===== src/rtl/wiper_step_pkg.sv =====
// Shared types for the wiper stepper.
// Assumes: used by all wiper stepper submodules; no state.
package wiper_step_pkg;
    typedef enum logic {
        STEP_DOWN = 1'b0,
        STEP_UP   = 1'b1
    } step_dir_e;
endpackage


===== src/rtl/wstep_mode_ctl.sv =====
// Stepping-mode flag.
// Set by the acknowledged increment/decrement instruction and cleared by
// any bus start or stop event.
// Assumes: the event inputs are single-cycle pulses from the serial front end.
module wstep_mode_ctl (
    input  logic clk,
    input  logic rst_n,
    input  logic arm_i,
    input  logic end_i,
    output logic active_o
);
    // Mode flag: an end event takes priority over arming.
    always_ff @(posedge clk) begin
        if (!rst_n)
            active_o <= 1'b0;
        else if (end_i)
            active_o <= 1'b0;
        else if (arm_i)
            active_o <= 1'b1;
    end
endmodule


===== src/rtl/wstep_sampler.sv =====
// Per-pulse direction sampler.
// Captures the data level at a qualified rising edge and releases a commit
// at the matching falling edge. The pending step is dropped on arming or on
// a start/stop event.
// Assumes: rising and falling edge pulses alternate and never share a cycle.
module wstep_sampler
    import wiper_step_pkg::*;
(
    input  logic      clk,
    input  logic      rst_n,
    input  logic      active_i,
    input  logic      arm_i,
    input  logic      end_i,
    input  logic      rise_i,
    input  logic      fall_i,
    input  logic      sda_i,
    output logic      commit_o,
    output step_dir_e dir_o
);
    logic      pend_q;
    step_dir_e dir_q;

    // Pending flag: armed by an in-mode rising edge, consumed by the falling edge.
    always_ff @(posedge clk) begin
        if (!rst_n)
            pend_q <= 1'b0;
        else if (end_i || arm_i)
            pend_q <= 1'b0;
        else if (rise_i && active_i)
            pend_q <= 1'b1;
        else if (fall_i)
            pend_q <= 1'b0;
    end

    // Direction register: data level latched only at the rising edge.
    always_ff @(posedge clk) begin
        if (!rst_n)
            dir_q <= STEP_DOWN;
        else if (rise_i && active_i)
            dir_q <= sda_i ? STEP_UP : STEP_DOWN;
    end

    // Commit strobe: falling edge of a still-valid pending pulse.
    always_comb begin
        commit_o = pend_q && fall_i && active_i && !end_i;
        dir_o    = dir_q;
    end
endmodule


===== src/rtl/wstep_counter.sv =====
// Saturating wiper position register.
// A load has priority over a committed step; a step at either end holds.
// Assumes: commit_i lasts a single cycle per pulse.
module wstep_counter
    import wiper_step_pkg::*;
#(
    parameter int W = 6
) (
    input  logic         clk,
    input  logic         rst_n,
    input  logic         load_i,
    input  logic [W-1:0] load_val_i,
    input  logic         commit_i,
    input  step_dir_e    dir_i,
    output logic [W-1:0] pos_o
);
    localparam logic [W-1:0] TOP = {W{1'b1}};
    localparam logic [W-1:0] BOT = '0;

    logic [W-1:0] next_step;

    // Saturated neighbour position in the requested direction.
    always_comb begin
        next_step = pos_o;
        if (dir_i == STEP_UP) begin
            if (pos_o != TOP)
                next_step = pos_o + 1'b1;
        end else begin
            if (pos_o != BOT)
                next_step = pos_o - 1'b1;
        end
    end

    // Position register: reset, load or step.
    always_ff @(posedge clk) begin
        if (!rst_n)
            pos_o <= BOT;
        else if (load_i)
            pos_o <= load_val_i;
        else if (commit_i)
            pos_o <= next_step;
    end
endmodule


===== src/rtl/wiper_stepper.sv =====
// Top of the serial-clocked wiper stepper.
// Joins the mode flag, the per-pulse sampler and the saturating position
// register. Never drives the data line.
// Assumes: all strobes are synchronous single-cycle pulses from the front end.
module wiper_stepper
    import wiper_step_pkg::*;
#(
    parameter int W = 6
) (
    input  logic         clk,
    input  logic         rst_n,
    input  logic         scl_rise_i,
    input  logic         scl_fall_i,
    input  logic         sda_i,
    input  logic         start_i,
    input  logic         stop_i,
    input  logic         incdec_ack_i,
    input  logic         wcr_wr_i,
    input  logic [W-1:0] wcr_wr_val_i,
    output logic [W-1:0] wiper_o,
    output logic         stepping_o
);
    logic      end_evt;
    logic      commit;
    step_dir_e dir;

    // Any bus framing event ends the stepping sequence.
    always_comb end_evt = start_i || stop_i;

    wstep_mode_ctl u_mode (
        .clk      (clk),
        .rst_n    (rst_n),
        .arm_i    (incdec_ack_i),
        .end_i    (end_evt),
        .active_o (stepping_o)
    );

    wstep_sampler u_smp (
        .clk      (clk),
        .rst_n    (rst_n),
        .active_i (stepping_o),
        .arm_i    (incdec_ack_i),
        .end_i    (end_evt),
        .rise_i   (scl_rise_i),
        .fall_i   (scl_fall_i),
        .sda_i    (sda_i),
        .commit_o (commit),
        .dir_o    (dir)
    );

    wstep_counter #(.W(W)) u_cnt (
        .clk        (clk),
        .rst_n      (rst_n),
        .load_i     (wcr_wr_i),
        .load_val_i (wcr_wr_val_i),
        .commit_i   (commit),
        .dir_i      (dir),
        .pos_o      (wiper_o)
    );
endmodule


===== config.mk =====
export PLATFORM = sky130hd
export DESIGN_NAME = wiper_stepper
export DESIGN_NICKNAME = d
export VERILOG_FILES = /design/src/rtl/wiper_step_pkg.sv /design/src/rtl/wstep_mode_ctl.sv /design/src/rtl/wstep_sampler.sv /design/src/rtl/wstep_counter.sv /design/src/rtl/wiper_stepper.sv
export SDC_FILE = /design/constraint.sdc
export NUM_CORES = 1
export LEC_CHECK = 0
export BUFFER_PORTS_ARGS = -buffer_cell sky130_fd_sc_hd__buf_2
export CORE_AREA = 3 3 45 47
export CTS_CLUSTER_DIAMETER = 150
export DETAILED_ROUTE_END_ITERATION = 10
export DIE_AREA = 0 0 48 50
export SYNTH_ARGS = -nofsm -noshare
export SYNTH_HDL_FRONTEND = slang
export SYNTH_SLANG_ARGS = --single-unit

===== constraint.sdc =====
create_clock -name clk -period 5.06 [get_ports clk]
set_input_delay 0 -clock clk [delete_from_list [all_inputs] [get_ports clk]]
set_output_delay 0 -clock clk [all_outputs]
set_load 0.03 [all_outputs]

# Word level (Yosys, flattened, before mapping)
# Cells that the tools add are included.
# totals
regBits,9
output_inout_bits,7
word_cells,31
inputBits,15
# op_classes
n_eq_ne,2
n_bitwise,1
n_reduce_logical,14
mux,8
add_sub_neg,2
# op_table
operator,n
two-way mux 6 bit,5
"adder 6 x 1 -> 6 bit, second input constant",1
"inequality test 6 bit, second input constant",1
nonzero test 6 bit,1
"subtractor 6 x 1 -> 6 bit, second input constant",1
logical AND 1 bit,4
nonzero test 2 bit,2
OR reduction 2 bit,2
two-way mux 1 bit,3
"inequality test 3 x 2 -> 1 bit, second input constant",1
AND reduction 3 bit,1
nonzero test 3 bit,1
logical OR 1 bit,2
zero test 1 bit,1
NOT 1 bit,1

# Depth between registers and ports, before layout
# depth
word_depth,5
mapped_depth,7
mapped_depth_nobuf,7

# Modules after synthesis
# A second synthesis with hierarchy kept.
# hier_totals
hier_cells,72
area_unflattened_um2,624.3
# by_module_without_submodules
mod,seq_area_each_um2,instances,cells_each,area_per_inst_um2
wstep_counter,120.1,1,58,488.0
wstep_sampler,40.0,1,10,93.8
wstep_mode_ctl,20.0,1,3,36.3
wiper_stepper,0.0,1,1,6.3

# Worst setup path after synthesis
# Ideal clock, no wire load.
# synth_path
path_kind,reg-to-reg
start,register u_cnt.pos_o[2]
end,register u_cnt.pos_o[5]
stages_incl_launch_ff,7
setup_time_ns,0.079
path_buffers,0
arrival_ns,1.996
synth_period_minus_slack_ns,2.075
path_slack_ns,2.985
required_time_ns,4.981
path_cell_list,dfxtp_1 -> ha_1 -> a211oi_1 -> or4b_1 -> nand4_1 -> mux2_1 -> o211ai_1
# synth_between
elab_chain_len,5
word_cells_on_any_way,12
cone_classes,add/sub: 2; eq/ne: 2; mux: 5; reduce/logical: 3
# synth_rtl
element,line_no,source
start: declaration,wstep_counter.sv:15,output logic [W-1:0] pos_o
start signal: assignment,wstep_counter.sv:39,pos_o <= load_val_i;
start signal: assignment,wstep_counter.sv:41,pos_o <= next_step;
subtractor 6 x 1 -> 6 bit or adder 6 x 1 -> 6 bit (tied branches),"wstep_counter.sv:30, wstep_counter.sv:27",
two-way mux 6 bit (on tied branches),"wstep_counter.sv:29, wstep_counter.sv:26",
two-way mux 6 bit,wstep_counter.sv:25,if (dir_i == STEP_UP) begin
two-way mux 6 bit,wstep_counter.sv:40,else if (commit_i)
two-way mux 6 bit,wstep_counter.sv:38,else if (load_i)
# Parallel ways exist; a longest one is shown, timed or not. The select of a mux whose other input is x is not followed.
# A chain may end at the register's enable or synchronous reset.

# Worst setup path in the final report
# layout_path
start,register u_smp.dir_q (netlist: u_smp.dir_o)
end,register u_cnt.pos_o[5]
# layout_between
elab_chain_len,3
word_cells_on_any_way,6
cone_classes,eq/ne: 1; mux: 3; reduce/logical: 2
# layout_rtl
element,line_no,source
start: declaration,wstep_sampler.sv:21,step_dir_e dir_q;
start signal: assignment,wstep_sampler.sv:40,dir_q <= sda_i ? STEP_UP : STEP_DOWN;
two-way mux 6 bit,wstep_counter.sv:25,
two-way mux 6 bit,wstep_counter.sv:40,
two-way mux 6 bit,wstep_counter.sv:38,
# Parallel ways exist; a longest one is shown, timed or not. The select of a mux whose other input is x is not followed.

==> results.sh <==
export IMPL_clk_latency_ns=0.27
export IMPL_timing_max_cap_violations=0
export IMPL_cts_resized=0
export IMPL_cts_htree_levels=1
export IMPL_final_cell_area_um2=835
export IMPL_clockRootBuffer="clkbuf_4"
export IMPL_crit_fanout=7
export IMPL_wl_per_cell_um=13.3
export IMPL_synth_top_cell_area_share_pct=27.5
export IMPL_met2_usage_pct=22.9
export IMPL_critPathBufInv=1
export IMPL_tns_ns=0
export IMPL_met1_usage_pct=22.9
export IMPL_post_cts_setup_buffer_count=0
export IMPL_place_inst=113
export IMPL_vias=655
export IMPL_diodes=0
export IMPL_hold_class="in2reg"
export IMPL_cpPeakStageDelay_ns=0.47
export IMPL_cp_top_family="simple AND/OR/NAND/NOR gates"
export IMPL_grt_pass1_vias=629
export IMPL_p_leak_nw=0.332
export IMPL_synth_async_reset_ratio_pct=0
export IMPL_status="finished, final reports clean"
export IMPL_ys_ff_latch=9
export IMPL_firstDrtPassIters=4
export IMPL_port_buffers=21
export IMPL_syn_avg_cell_area_um2=8.63
export IMPL_rsz0062_at_grt="false"
export IMPL_cts_sinks=9
export IMPL_fin_util_pct=49.4
export IMPL_synth_most_common_cell="dfxtp_1"
export IMPL_cpMaxStageDelayCell="or4b_1"
export IMPL_antenna_found_initial=0
export IMPL_netlist_instances=76
export IMPL_clock_skew_final_ns=0.00709
export IMPL_synth_distinct_cells=31
export IMPL_initial_utilization_pct=38.8
export IMPL_path_cells="inv_1 -> ha_1 -> o21ai_0 -> or4b_1 -> nand4_1 -> mux2_1 -> o211ai_1"
export IMPL_finalHoldViolations=0
export IMPL_synthesis_area_um2=656
export IMPL_crit_arrival_ns=2.32
export IMPL_fin_cells=120
export IMPL_ctsLongestPathBuffers=2
export IMPL_ys_top_cells_by_count="dfxtp_1, nand2_1, nor2_1"
export IMPL_slew_viol_final=0
export IMPL_synthFlopType="dfxtp_1"
export IMPL_fp_coreArea_mm2=0.00169
export IMPL_vias_per_cell=5.46
export IMPL_fmaxAchievable_mhz=471
export IMPL_synth_edff_count=0
export IMPL_place_area_um2=778
export IMPL_cts_tree="done"
export IMPL_totalWireLength_um=1600
export IMPL_path_class="reg2reg"
export IMPL_final_net_count=124
export IMPL_gp_congestion=0.758
export IMPL_synth_largest_area_cell="dfxtp_1"
export IMPL_clk_pin_slew_worst_paths_ns=0.07
export IMPL_hpwlAfterDp_um=1260
export IMPL_grt_overflow=0
export IMPL_syn_to_final_growth_pct=27.3
export IMPL_drt_iter0_drc=19
export IMPL_ant_nets=0
export IMPL_top_usage_layer="met2"
export IMPL_fillers=172
export IMPL_end_kind="flop"
export IMPL_grt_pass1_wl_um=2770
export IMPL_powerDensity_mw_per_mm2=231
export IMPL_drc=0
export IMPL_start_kind="flop"
export IMPL_worst_pin_slew_ns=0.396
export IMPL_crit_required_ns=5.26
export IMPL_synth_nets=96
export IMPL_gr_usage_all_layers_pct=16.1
export IMPL_die_h_um=50
export IMPL_drive_gt1_share_pct=27.2
export IMPL_yosysSeqAreaShare_pct=27.5
export IMPL_hold_slack_ns=0.00908
export IMPL_vdd_drop_max_uv=179
export IMPL_grt_max_degree=11
export IMPL_met3_usage_pct=4.38
export IMPL_setup_viol=0
export IMPL_boundaryPins=22
export IMPL_post_route_min_period_ns=2.12
export IMPL_rows=15
export IMPL_slew_limit_headroom_pct=73.5
export IMPL_finalCritPeriodShare_pct=42.0
export IMPL_ys_warnings_count=0
export IMPL_dieArea_mm2=0.00240
export IMPL_ys_top_cells_by_area="dfxtp_1, ha_1, a21oi_1"
export IMPL_die_width_um=48
export IMPL_cts_buffers=3
[routing by layer]
metal | vias up | part of all wire [%]
met5 | - | 0
met3 | 2 | 5.3
li1 | 341 | -
met4 | 0 | 0.50
met1 | 292 | 47
met2 | 20 | 47
[flip-flops by register name, indices dropped and copies added, names as in the netlist]
signal           flops
u_mode.active_o      1
u_smp.pend_q         1
u_cnt.pos_o          6
u_smp.dir_o          1
[stage by stage]
stage | power [mW] | worst slack [ns]
after floorplan | 0.119 | 2.99
after global placement | 0.134 | 3.00
after detailed placement | 0.134 | 2.95
after CTS | 0.194 | 2.93
after global routing | 0.206 | 2.76
final | 0.193 | 2.94
[cells by family (layout without fill, tap and decap cells)]
family	after synthesis	in the layout	synth area share, %
AOI/OAI and AO/OA	24	24	25.4
muxes	4	4	6.30
buffers and inverters	3	30	1.72
adders and majority gates	5	5	10.7
xor gates and xnor gates	4	4	5.34
DFF	9	9	27.5
and+or+nand+nor	27	27	23.1
[path summary, 6_finish.rpt]
path	start	to	slack, ns	cells after the start
setup / recovery	u_smp.dir_o$_SDFFE_PN0P_	u_cnt.pos_o[5]$_SDFFE_PN0P_	2.94	7
hold / removal	wcr_wr_val_i[0]	u_cnt.pos_o[0]$_SDFFE_PN0P_	0.009	3
setup reg to reg	u_smp.dir_o$_SDFFE_PN0P_	u_cnt.pos_o[5]$_SDFFE_PN0P_	2.94	7
hold reg to reg	u_smp.pend_q$_SDFFE_PP0P_	u_smp.pend_q$_SDFFE_PP0P_	0.49	2
[area by class of cell]
type,count,area (um^2),area share (%)
well taps,17,21.3,2.55
multi-input cells,64,464,55.6
repair buffers,24,135,16.2
flip-flops and latches,9,180,21.6
inverters,2,7.51,0.900
clock buffers,4,26.3,3.15
[cell usage in the layout (no fill, tap or decap), drive strengths merged]
master	n
o211ai	1
buf	21
nand2b	1
mux2i	3
a2111o	1
a21oi	6
a211oi	3
dfxtp	9
or2	1
nand4	3
or4b	1
o21a	1
nor3	1
a21boi	2
xor2	1
a21o	2
mux2	1
ha	4
xnor2	3
dlygate4sd3	3
clkinv	1
o221ai	1
fa	1
nor3b	2
clkbuf	4
nor2	7
a31oi	1
o21ai	6
nand3	3
or4	1
inv	1
nand2	7
[timing repair]
action                     in CTS  in global routing
setup endpoints to repair       0                  0
hold buffers                    3                  0
hold endpoints to repair        4                  0
[worst register-to-register path, cell delays in order (launching register included)]
cell	delay [ns]
dfxtp_1	0.42
inv_1	0.17
ha_1	0.38
o21ai_0	0.11
or4b_1	0.47
nand4_1	0.11
mux2_1	0.32
o211ai_1	0.08
[power by group]
| part | internal, mW | switching, mW |
|---|---|---|
| Sequential | 0.0745 | 0.00651 |
| Clock | 0.0305 | 0.0275 |
| Combinational | 0.0248 | 0.0288 |
(Power assumes the default switching activity.)
